$ cat src/rtl/rsthold_pkg.sv
package rsthold_pkg;

  localparam int unsigned REG_W   = 32;
  localparam int unsigned CLR_BIT = 31;

  // Largest value representable in w bits (w < 32).
  function automatic logic [31:0] max_of(input int unsigned w);
    return (32'd1 << w) - 32'd1;
  endfunction

  // Next count: clear first, then saturating increment, otherwise hold.
  function automatic logic [31:0] step_count(input logic [31:0] cur,
                                             input logic        inc,
                                             input logic        clr,
                                             input int unsigned w);
    logic [31:0] nxt;
    if (clr)                        nxt = 32'd0;
    else if (inc && cur != max_of(w)) nxt = cur + 32'd1;
    else                            nxt = cur;
    return nxt;
  endfunction

  // Register image: count in the low bits, zeros above.
  function automatic logic [REG_W-1:0] reg_image(input logic [31:0] cnt,
                                                 input int unsigned w);
    return cnt & max_of(w);
  endfunction

endpackage

$ cat src/rtl/rsthold_sync.sv
module rsthold_sync #(
  parameter int unsigned STAGES   = 2,
  parameter bit          IDLE_VAL = 1'b1
) (
  input  logic clk,
  input  logic rst_n,
  input  logic async_i,
  output logic sync_o
);

  logic [STAGES-1:0] chain_q;

  generate
    genvar s;
    for (s = 0; s < STAGES; s++) begin : g_stage
      always_ff @(posedge clk or negedge rst_n) begin
        if (!rst_n) begin
          chain_q[s] <= IDLE_VAL;
        end else begin
          if (s == 0) chain_q[s] <= async_i;
          else        chain_q[s] <= chain_q[(s == 0) ? 0 : s-1];
        end
      end
    end
  endgenerate

  assign sync_o = chain_q[STAGES-1];

endmodule

$ cat src/rtl/rsthold_counter.sv
module rsthold_counter #(
  parameter int unsigned CNT_W = 29
) (
  input  logic             clk,
  input  logic             rst_n,
  input  logic             inc_i,
  input  logic             clr_i,
  output logic [CNT_W-1:0] cnt_o
);

  logic [CNT_W-1:0] cnt_q;
  logic [31:0]      cnt_nxt;

  always_comb begin
    cnt_nxt = rsthold_pkg::step_count(32'(cnt_q), inc_i, clr_i, CNT_W);
  end

  always_ff @(posedge clk or negedge rst_n) begin
    if (!rst_n) cnt_q <= '0;
    else        cnt_q <= cnt_nxt[CNT_W-1:0];
  end

  assign cnt_o = cnt_q;

endmodule

$ cat src/rtl/rsthold_regif.sv
module rsthold_regif #(
  parameter int unsigned CNT_W = 29
) (
  input  logic                          clk,
  input  logic                          rst_n,
  input  logic                          wr_en,
  input  logic [rsthold_pkg::REG_W-1:0] wr_data,
  input  logic                          rd_en,
  input  logic [CNT_W-1:0]              cnt_i,
  output logic                          clr_o,
  output logic [rsthold_pkg::REG_W-1:0] rd_data,
  output logic                          rd_valid
);

  logic [rsthold_pkg::REG_W-1:0] rd_data_q;
  logic                          rd_valid_q;

  assign clr_o = wr_en & wr_data[rsthold_pkg::CLR_BIT];

  always_ff @(posedge clk or negedge rst_n) begin
    if (!rst_n) begin
      rd_data_q  <= '0;
      rd_valid_q <= 1'b0;
    end else begin
      rd_valid_q <= rd_en;
      if (rd_en) rd_data_q <= rsthold_pkg::reg_image(32'(cnt_i), CNT_W);
    end
  end

  assign rd_data  = rd_data_q;
  assign rd_valid = rd_valid_q;

endmodule

$ cat src/rtl/rsthold_meter.sv
module rsthold_meter #(
  parameter int unsigned CNT_W       = 29,
  parameter int unsigned SYNC_STAGES = 2
) (
  input  logic        clk,
  input  logic        rst_n,
  input  logic        btn_n_async,
  input  logic        wr_en,
  input  logic [31:0] wr_data,
  input  logic        rd_en,
  output logic [31:0] rd_data,
  output logic        rd_valid
);

  logic             btn_n_sync;
  logic             held_low;
  logic             clr_evt;
  logic [CNT_W-1:0] cnt_q;

  rsthold_sync #(.STAGES(SYNC_STAGES), .IDLE_VAL(1'b1)) sync_i (
    .clk     (clk),
    .rst_n   (rst_n),
    .async_i (btn_n_async),
    .sync_o  (btn_n_sync)
  );

  assign held_low = ~btn_n_sync;

  rsthold_counter #(.CNT_W(CNT_W)) cnt_i (
    .clk   (clk),
    .rst_n (rst_n),
    .inc_i (held_low),
    .clr_i (clr_evt),
    .cnt_o (cnt_q)
  );

  rsthold_regif #(.CNT_W(CNT_W)) regif_i (
    .clk      (clk),
    .rst_n    (rst_n),
    .wr_en    (wr_en),
    .wr_data  (wr_data),
    .rd_en    (rd_en),
    .cnt_i    (cnt_q),
    .clr_o    (clr_evt),
    .rd_data  (rd_data),
    .rd_valid (rd_valid)
  );

endmodule

$ cat config.mk
export PLATFORM = sky130hd
export DESIGN_NAME = rsthold_meter
export DESIGN_NICKNAME = d
export VERILOG_FILES = /design/src/rtl/rsthold_pkg.sv /design/src/rtl/rsthold_sync.sv /design/src/rtl/rsthold_counter.sv /design/src/rtl/rsthold_regif.sv /design/src/rtl/rsthold_meter.sv
export SDC_FILE = /design/constraint.sdc
export NUM_CORES = 1
export LEC_CHECK = 0
export ABC_CLOCK_PERIOD_IN_PS = 2800
export CELL_PAD_IN_SITES_DETAIL_PLACEMENT = 0
export CELL_PAD_IN_SITES_GLOBAL_PLACEMENT = 1
export CORE_ASPECT_RATIO = 0.9
export CORE_UTILIZATION = 35
export CTS_BUF_LIST = sky130_fd_sc_hd__clkbuf_4 sky130_fd_sc_hd__clkbuf_8
export CTS_CLUSTER_DIAMETER = 100
export DETAILED_ROUTE_END_ITERATION = 10
export HOLD_SLACK_MARGIN = 0.1
export PLACE_DENSITY = 0.84
export SLEW_MARGIN = 0
export SYNTH_ARGS = -nofsm -noshare
export SYNTH_HDL_FRONTEND = slang
export SYNTH_SLANG_ARGS = --single-unit
$ cat constraint.sdc
create_clock -name clk -period 2.8 [get_ports clk]
set_input_delay 0.56 -clock clk [delete_from_list [all_inputs] [get_ports clk]]
set_output_delay 0.56 -clock clk [all_outputs]
set_load 0.01 [all_outputs]
==> metrics.md, run 1 <==
| Metric | Value |
|---|---|
| Max clock buf depth | 2 |
| Die Wd | 97.02 µm |
| Hpwl dp | 3.993 mm |
| Worst Setup End Kind | register |
| PD cells | 531.8 nW/µm² |
| Synth Register Bits | 61 |
| Crit-path max cell delay | 0.50 ns |
| Number of max-cap violations | 0 |
| Setup violators final | 0 |
| Hold-fix buffer count after cts | 0 |
| CP most frequent cell | and4_1 |
| Fin Hold WS | 0.2665 ns |
| CTS tree | yes |
| CP bufs+invs | 0 |
| Syn_area_per_cell | 11.20 µm² |
| Area of the multi-input gates | 1229 µm² |
| Setup Fix Bufs, Post-CTS | 0 |
| Initial antenna violation count | 0 |
| RSZ-0062 raised after global routing | no |
| Placer Congestion | 0.7802 |
| Worst Skew | 0.01048 ns |
| Clock-pin slew on the worst setup and hold paths | 0.07 ns |
| Number of DRC markers in iteration 0 | 104 |
| DP Area | 3288 µm² |
| Worst path required time | 3.07 ns |
| Die area | 8491 µm² |
| Worst IR Drop VDD | 0.2665 mV |
| FF-to-FF path depth | 6 |
| Max frequency | 426.7 MHz |
| Critical Path, Cell by Cell | ha_1, and4_1, and4_1, nand3_2, or4_1, a21oi_1 |
| Diodes inserted | 0 |
| Residual DRC | 0 |
| Initial core utilization | 0.3696 |
| Synth warn | 0 |
| Worst path top cell family by delay | simple AND/OR/NAND/NOR gates |
| Share of cells above drive strength 1 | 0.1987 |
| CP max FO | 7 |
| Vias | 2,105 |
| Seq/Total Area, Yosys | 0.5376 |
| CTS root buf | clkbuf_8 |
| Setup_tns | 0 ns |
| Vias in the first global route | 2,052 |
| Core area | 7695 µm² |
| Net count reported at finish | 330 |
| Reg-to-reg critical path endpoint | cnt_i.cnt_o[18] |
| Vias per cell | 5.356 |
| CP Capture Point | cnt_i.cnt_o[18] |
| Worst r2r src | cnt_i.cnt_o[0] |
| Crit. Startpoint | cnt_i.cnt_o[0] |
| CTS Sinks | 61 |
| Critical Path AT | 2.61 ns |
| I/O pins | 70 |
| H-tree Lvls | 3 |
| Min cycle time layout | 2.343 ns |
| Final ANT Viol Nets | 0 |
| Total wire length | 5.929 mm |
| Final Cycle Share | 0.8369 |
| Total Routing Usage GR | 0.1545 |
| Worst-Margin Slew | 0.7305 ns |
| Residual overflow from global routing | 0 |
| Final hold violations | 0 |
| DR WL/cell | 15.09 µm |
| First-pass GRT wire length | 10.12 mm |
| Startpoint Class | register |
| Status | completed |
| Row Count | 30 |
| Final Max Slew Viols | 0 |
| Synth cell types | 43 |
| Post-Synthesis Cells | 254 |
| Drt pass-1 iters | 4 |
| Worst-Skew Late Latency | 0.35 ns |
| Resized cells post-CTS | 0 |
| Crit Path Class | register to register |
| Placed Instances | 377 |
| Netlist Area Pre-Place | 2844 µm² |
| Design area | 3483 µm² |
| Most frequent cells in the layout | dfrtp_1 (59), clkdlybuf4s50_1 (34), mux2_2 (29) |
| Number of buffers added on ports | 35 |
| Pin count of the biggest net entering global routing | 32 |
| Area Growth Syn to Fin | 22.48% |
| Tightest Hold Check Type | primary input to asynchronous set/reset pin |
| Worst path slowest cell | or4_1 |
| Fill count | 701 |
| CTS buffer count | 9 |
| Register area | 1529 µm² |
| Final std cells w/o fill | 393 |
| Flop2flop setup slack | 0.46 ns |
| Most common cell after layout, fill and taps aside | dfrtp_1 |
| Relative slew slack | 0.5130 |
| WP depth | 6 |
| DIE HEIGHT | 87.52 µm |
| P_leak | 1.558 nW |
flip-flops by register name (all words and copies together), names as in the netlist:
register / cells
sync_i.chain_q: 1
cnt_i.cnt_o: 29
regif_i.rd_data: 29
regif_i.rd_valid: 1
sync_i.sync_o: 1
per-stage QoR:
step / power [mW] / setup slack, ns / utilization
2_1_floorplan: 1.022 / 0.7654 / -
3_3_place_gp: 1.092 / 0.4995 / 0.4273
3_5_place_dp: 1.096 / 0.4518 / 0.4273
4_1_cts: 1.877 / 0.4352 / 0.4527
5_1_grt: 1.927 / 0.2287 / 0.4527
6_report: 1.852 / 0.4567 / 0.4527
Yosys cell counts, drive strengths merged:
| library cell | number | area (µm²) |
|---|---|---|
| a2111oi | 1 | 10.01 |
| a211oi | 2 | 15.01 |
| a21oi | 15 | 75.07 |
| a311oi | 1 | 8.760 |
| a31o | 1 | 8.760 |
| a31oi | 4 | 25.02 |
| a41o | 2 | 20.02 |
| and2 | 6 | 38.79 |
| and3 | 6 | 38.79 |
| and3b | 1 | 8.760 |
| and4 | 8 | 70.07 |
| buf | 8 | 52.54 |
| clkbuf | 7 | 26.28 |
| conb | 1 | 3.750 |
| dfrtp | 59 | 1476 |
| dfstp | 2 | 52.55 |
| ha | 1 | 12.51 |
| inv | 4 | 15.01 |
| mux2 | 29 | 326.6 |
| nand2 | 19 | 71.32 |
| nand2b | 1 | 6.260 |
| nand3 | 10 | 55.05 |
| nand4 | 7 | 58.81 |
| nand4b | 1 | 8.760 |
| nor2 | 15 | 56.30 |
| nor3 | 1 | 5.000 |
| nor4 | 1 | 6.260 |
| o211a | 1 | 10.01 |
| o211ai | 5 | 37.54 |
| o21ai | 10 | 50.05 |
| o31ai | 4 | 30.03 |
| or3 | 6 | 37.54 |
| or4 | 7 | 56.30 |
| xnor2 | 6 | 52.55 |
| xor2 | 2 | 17.52 |
power by group:
| part | internal, mW | switching, mW | leakage (nW) |
|---|---|---|---|
| clock | 0.438 | 0.336 | 0.106 |
| sequential | 0.911 | 0.0259 | 0.837 |
| combinational | 0.0689 | 0.0716 | 0.614 |
| total | 1.42 | 0.434 | 1.56 |
worst min path at each step:
stage	from	to	slack [ns]	cells past startpoint
after detailed placement	sync_i.chain_q[0]	sync_i.sync_o	0.35	0
final	rst_n	regif_i.rd_data[7]	0.27	1
after global routing	rst_n	regif_i.rd_valid	0.32	1
after floorplan	rst_n	cnt_i.cnt_o[0]	0.26	0
after global placement	sync_i.chain_q[0]	sync_i.sync_o	0.35	0
after CTS	rst_n	regif_i.rd_data[7]	0.28	1
logic make-up after synthesis:
logic type,after synthesis,share of synthesized area
multiplexers,29,0.1148
adder cells (fa/ha/maj),1,0.004399
buffers and inverters,19,0.03299
XOR/XNOR,8,0.02464
other,1,0.001319
AND/OR/NAND/NOR,89,0.1821
AO/OA/AOI/OAI,46,0.1021
flip-flops,61,0.5376
per-layer routing:
layer / GRT usage / part of all wire / up-vias
li1: - / - / 1002
met1: 0.2053 / 0.48 / 1049
met2: 0.2292 / 0.46 / 48
met3: 0.04735 / 0.046 / 6
met4: 0.08005 / 0.012 / 0
met5: 0 / 0 / -
final cells by class:
type                       count  area share
multi-input combinational    176      0.3527
sequential                    61      0.4389
tap                           96     0.03448
clock inverter                 5     0.01437
timing repair buffer          40      0.1135
inverter                       4    0.004310
clock buffer                  11     0.04167
Note: power is estimated with default switching activity, not from simulation.
==> run 2: changes to the inputs <==
ABC_CLOCK_PERIOD_IN_PS = 1900   (was 2800)
PLACE_DENSITY = 0.87   (was 0.84)
clock period = 1.9 ns   (was 2.8 ns; I/O delays follow)
==> metrics.md, run 2 (synthesis gave the netlist of run 1 again) <==
| Metric | Value |
|---|---|
| Most frequent cells in the layout | dfrtp_1 (59), buf_4 (49), clkdlybuf4s50_1 (34) |
| CTS root buf | clkbuf_8 |
| Drt pass-1 iters | 5 |
| Fill count | 683 |
| Diodes inserted | 0 |
| Total Routing Usage GR | 0.1629 |
| DR WL/cell | 14.50 µm |
| Worst path slowest cell | or4_4 |
| RSZ-0062 raised after global routing | yes |
| Final WS setup | -0.07139 ns |
| Worst-Skew Late Latency | 0.35 ns |
| Area Growth Syn to Fin | 38.72% |
| Most common cell after layout, fill and taps aside | dfrtp_1 |
| Critical Path AT | 2.25 ns |
| Pin count of the biggest net entering global routing | 31 |
| Vias per cell | 5.231 |
| CTS buffer count | 9 |
| Final ANT Viol Nets | 0 |
| P_leak | 1.815 nW |
| Row Count | 30 |
| CTS tree | yes |
| Worst hold stages | 0 |
| Initial core utilization | 0.3696 |
| PD cells | 709.9 nW/µm² |
| Max clock buf depth | 2 |
| Hpwl dp | 4.515 mm |
| Final Max Slew Viols | 0 |
| Worst r2r src | cnt_i.cnt_o[1] |
| Final Cycle Share | 1.038 |
| Crit-path max cell delay | 0.58 ns |
| Crit Path Class | register to register |
| Hold Path End | sync_i.sync_o |
| Worst Setup End Kind | register |
| Worst-Margin Slew | 0.5442 ns |
| Status | finished with violations |
| Critical Path, Cell by Cell | ha_2, and4_4, nand4_4, buf_4, buf_6, o211ai_1, or4_4, a21oi_2 |
| Vias | 2,312 |
| Startpoint Class | register |
| Relative slew slack | 0.6372 |
| Worst hold start | sync_i.chain_q[0] |
| Number of max-cap violations | 0 |
| Die Wd | 97.02 µm |
| Share of cells above drive strength 1 | 0.3497 |
| Placer Congestion | 0.8302 |
| Min cycle time layout | 1.971 ns |
| Worst IR Drop VDD | 0.4819 mV |
| Flop2flop setup slack | -0.07 ns |
| Residual overflow from global routing | 0 |
| Number of DRC markers in iteration 0 | 133 |
| DIE HEIGHT | 87.52 µm |
| Max frequency | 507.3 MHz |
| Initial antenna violation count | 0 |
| Residual DRC | 0 |
| PnR Total Power | 2.801 mW |
| I/O pins | 70 |
| First-pass GRT wire length | 10.79 mm |
| Total wire length | 6.408 mm |
| CP max FO | 4 |
| CTS Sinks | 61 |
| H-tree Lvls | 3 |
| Core area | 7695 µm² |
| Worst path required time | 2.17 ns |
| Area of the multi-input gates | 1300 µm² |
| Clock-pin slew on the worst setup and hold paths | 0.07 ns |
| Failing checks | setup timing |
| FF-to-FF path depth | 8 |
| Worst Skew | 0.009854 ns |
| Die area | 8491 µm² |
| Register area | 1529 µm² |
| Core Util, Final | 0.5127 |
| Net count reported at finish | 379 |
| Worst path top cell family by delay | simple AND/OR/NAND/NOR gates |
| CP bufs+invs | 2 |
| Vias in the first global route | 2,297 |
| Final hold violations | 0 |
| Worst setup slack after placement | -0.1723 ns |
| Tightest Hold Check Type | register to register |
| Setup violators final | 6 |
| Reg-to-reg critical path endpoint | cnt_i.cnt_o[21] |
| Number of buffers added on ports | 35 |
| Setup_tns | -0.2309 ns |
[run 2: layout make-up]
type,instances,area share
clock buffers,11,0.03679
clock inverters,5,0.01269
inverters,4,0.003806
multi-input cells,176,0.3295
flip-flops and latches,61,0.3876
well taps,96,0.03045
repair buffers,89,0.1992
[run 2: worst reg2reg max path, cell delays in order (launching register included)]
cell and delay (ns):
dfrtp_1 0.38, ha_2 0.19, and4_4 0.16, nand4_4 0.08, buf_4 0.12, buf_6 0.09, o211ai_1 0.15, or4_4 0.58
a21oi_2 0.14
[run 2: metal layers]
metal	global-route usage	share of wire	up-vias
met5	0	0	-
met4	0.05970	0.020	0
met3	0.06260	0.039	12
met2	0.2631	0.47	50
met1	0.2008	0.47	1137
li1	-	-	1113
[run 2: per-stage QoR]
| stage | std cells | hold slack, ns | cell area, µm² |
|---|---|---|---|
| 5_1_grt | 442 | 0.3643 | 3945 |
| 3_5_place_dp | 419 | 0.3279 | 3631 |
| 3_3_place_gp | 419 | 0.3232 | 3631 |
| 4_1_cts | 437 | 0.3563 | 3850 |
| 6_report | 442 | 0.3555 | 3945 |
| 2_1_floorplan | 256 | 0.08441 | 2873 |
[run 2: report_power, final]
group          leakage, nW  total, mW  switching (mW)  internal [mW]
clock network        0.106       1.15           0.508          0.646
logic                0.871      0.279           0.133          0.146
registers            0.837       1.37          0.0248           1.34
total                 1.81       2.80           0.666           2.13
[run 2: worst max-delay path by stage]
stage               depth (start not counted)  slack [ns]         endpoint      startpoint
floorplan                                   7       -0.06  cnt_i.cnt_o[24]  cnt_i.cnt_o[0]
global placement                            8       -0.13  cnt_i.cnt_o[17]  cnt_i.cnt_o[1]
detailed placement                          6       -0.17  cnt_i.cnt_o[22]  cnt_i.cnt_o[1]
CTS                                         6       -0.07  cnt_i.cnt_o[22]  cnt_i.cnt_o[1]
global route                                7       -0.15  cnt_i.cnt_o[18]  cnt_i.cnt_o[1]
finish                                      8       -0.07  cnt_i.cnt_o[21]  cnt_i.cnt_o[1]
[run 2: timing repair]
item	in CTS	in global routing
hold endpoints to repair	12	0
pin swaps	1	8
hold buffers	1	0
endpoints found under the setup margin	13	14
setup buffers	1	5
resized for setup	3	16
==> run 3: changes to the inputs <==
CELL_PAD_IN_SITES_DETAIL_PLACEMENT = 1   (was 0)
PLACE_DENSITY = 0.73   (was 0.87)
RECOVER_POWER = 50   (was default)
==> metrics.md, run 3 (synthesis gave the netlist of run 1 again) <==
| Metric | Value |
|---|---|
| Status | finished with violations |
| Failing checks | setup timing |
| Worst-Skew Late Latency | 0.35 ns |
| Total Routing Usage GR | 0.1924 |
| Startpoint Class | register |
| Max frequency | 515.8 MHz |
| Final Max Slew Viols | 0 |
| CP most frequent cell | and4_4 |
| Vias per cell | 5.390 |
| Critical Path AT | 2.15 ns |
| Design area | 3867 µm² |
| Worst setup slack after placement | -0.1744 ns |
| DR WL/cell | 16.95 µm |
| CTS tree | yes |
| Worst path slowest cell | o31ai_1 |
| Die area | 8491 µm² |
| Crit Path Class | register to register |
| Initial core utilization | 0.3696 |
| Final ANT Viol Nets | 0 |
| Area Growth Syn to Fin | 35.99% |
| Core area | 7695 µm² |
| I/O pins | 70 |
| DP Area | 3631 µm² |
| CP bufs+invs | 1 |
| CTS Sinks | 61 |
| Fin Hold WS | 0.3562 ns |
| Initial antenna violation count | 0 |
| Worst Skew | 0.009034 ns |
| Worst r2r src | cnt_i.cnt_o[1] |
| Crit-path max cell delay | 0.38 ns |
| Final hold violations | 0 |
| CTS root buf | clkbuf_8 |
| Worst path top cell family by delay | simple AND/OR/NAND/NOR gates |
| Reg-to-reg critical path endpoint | cnt_i.cnt_o[20] |
| Worst Setup End Kind | register |
| Relative slew slack | 0.4487 |
| Diodes inserted | 0 |
| Most common cell after layout, fill and taps aside | dfrtp_1 |
| Final std cells w/o fill | 439 |
| RSZ-0062 raised after global routing | yes |
| Worst IR Drop VDD | 0.4051 mV |
| Hpwl dp | 5.159 mm |
| Residual overflow from global routing | 0 |
| Final WS setup | -0.03886 ns |
| Setup violators final | 3 |
| Total wire length | 7.441 mm |
| PnR Total Power | 2.663 mW |
| Worst path required time | 2.11 ns |
| Drt pass-1 iters | 4 |
| Number of DRC markers in iteration 0 | 73 |
| Worst-Margin Slew | 0.8270 ns |
| Flop2flop setup slack | -0.04 ns |
| Critical Path, Cell by Cell | ha_2, and4_4, and4_4, nand3_4, buf_4, o31ai_1, a21oi_2 |
| Row Count | 30 |
| CTS buffer count | 9 |
| Placer Congestion | 0.7650 |
| Final Cycle Share | 1.020 |
| Worst hold stages | 0 |
| Net count reported at finish | 378 |
| Vias in the first global route | 2,577 |
| First-pass GRT wire length | 12.64 mm |
| DIE HEIGHT | 87.52 µm |
| Number of max-cap violations | 0 |
| Most frequent cells in the layout | dfrtp_1 (59), buf_4 (49), clkdlybuf4s50_1 (32) |
| Die Wd | 97.02 µm |
| Tightest Hold Check Type | register to register |
| Residual DRC | 0 |
| Placed Instances | 419 |
| H-tree Lvls | 3 |
| Number of buffers added on ports | 35 |
| PD cells | 688.6 nW/µm² |
| Worst hold start | sync_i.chain_q[0] |
| P_leak | 1.792 nW |
| Pin count of the biggest net entering global routing | 62 |
| FF-to-FF path depth | 7 |
| Hold Path End | sync_i.sync_o |
| CP max FO | 5 |
| Clock-pin slew on the worst setup and hold paths | 0.06 ns |
| Min cycle time layout | 1.939 ns |
| Vias | 2,366 |
| Share of cells above drive strength 1 | 0.3294 |
| Max clock buf depth | 2 |
[run 3: cell types whose count changed in the layout (fill, tap and decap cells not counted), moves of 2 or more]
cell / before / now
dlygate4sd3_1: 1 / 3
clkinv_2: 4 / 2
buf_12: 2 / 0
clkdlybuf4s50_1: 34 / 32
[run 3: repair_timing]
action,in CTS,in global routing
endpoints found under the setup margin,21,11
pin swaps,2,3
setup buffers,3,1
hold endpoints to repair,59,0
resized for setup,5,11
hold buffers,1,0
cloned,1,0
[run 3: area by class of cell]
class,instances,area (µm²)
Fill cell,862,3827
Sequential cell,61,1529
Multi-Input combinational cell,176,1287
Timing Repair Buffer,88,747.0
Clock buffer,12,158.9
Tap cell,96,120.1
Inverter,4,15.01
Clock inverter,2,10.01
[run 3: how the worst max path moves through the flow]
stage | startpoint | cells after the start | slack, ns | to
after floorplan | cnt_i.cnt_o[0] | 7 | -0.06 | cnt_i.cnt_o[24]
after global placement | cnt_i.cnt_o[1] | 8 | -0.11 | cnt_i.cnt_o[18]
after detailed placement | cnt_i.cnt_o[1] | 8 | -0.17 | cnt_i.cnt_o[18]
after CTS | cnt_i.cnt_o[0] | 6 | -0.05 | cnt_i.cnt_o[22]
after global routing | cnt_i.cnt_o[0] | 6 | -0.08 | cnt_i.cnt_o[24]
final | cnt_i.cnt_o[1] | 7 | -0.04 | cnt_i.cnt_o[20]
[run 3: through the flow]
stage	util	TNS (ns)
floorplan	-	-0.2048
global placement	0.4719	-0.9455
detailed placement	0.4719	-1.268
CTS	0.4995	-0.1168
global route	0.5026	-0.4681
finish	0.5026	-0.09013
[run 3: per-layer routing]
| layer | up-vias | wire length (µm) | track usage |
|---|---|---|---|
| met3 | 10 | 296 | 0.05297 |
| met5 | - | 0 | 0 |
| met1 | 1213 | 3264 | 0.2272 |
| met4 | 0 | 99 | 0.06106 |
| met2 | 44 | 3780 | 0.3444 |
| li1 | 1099 | - | - |
[run 3: where the power goes]
group / internal (mW) / switching (mW)
combinational: 0.143 / 0.144
sequential: 1.34 / 0.0265
clock: 0.539 / 0.466
total: 2.03 / 0.637
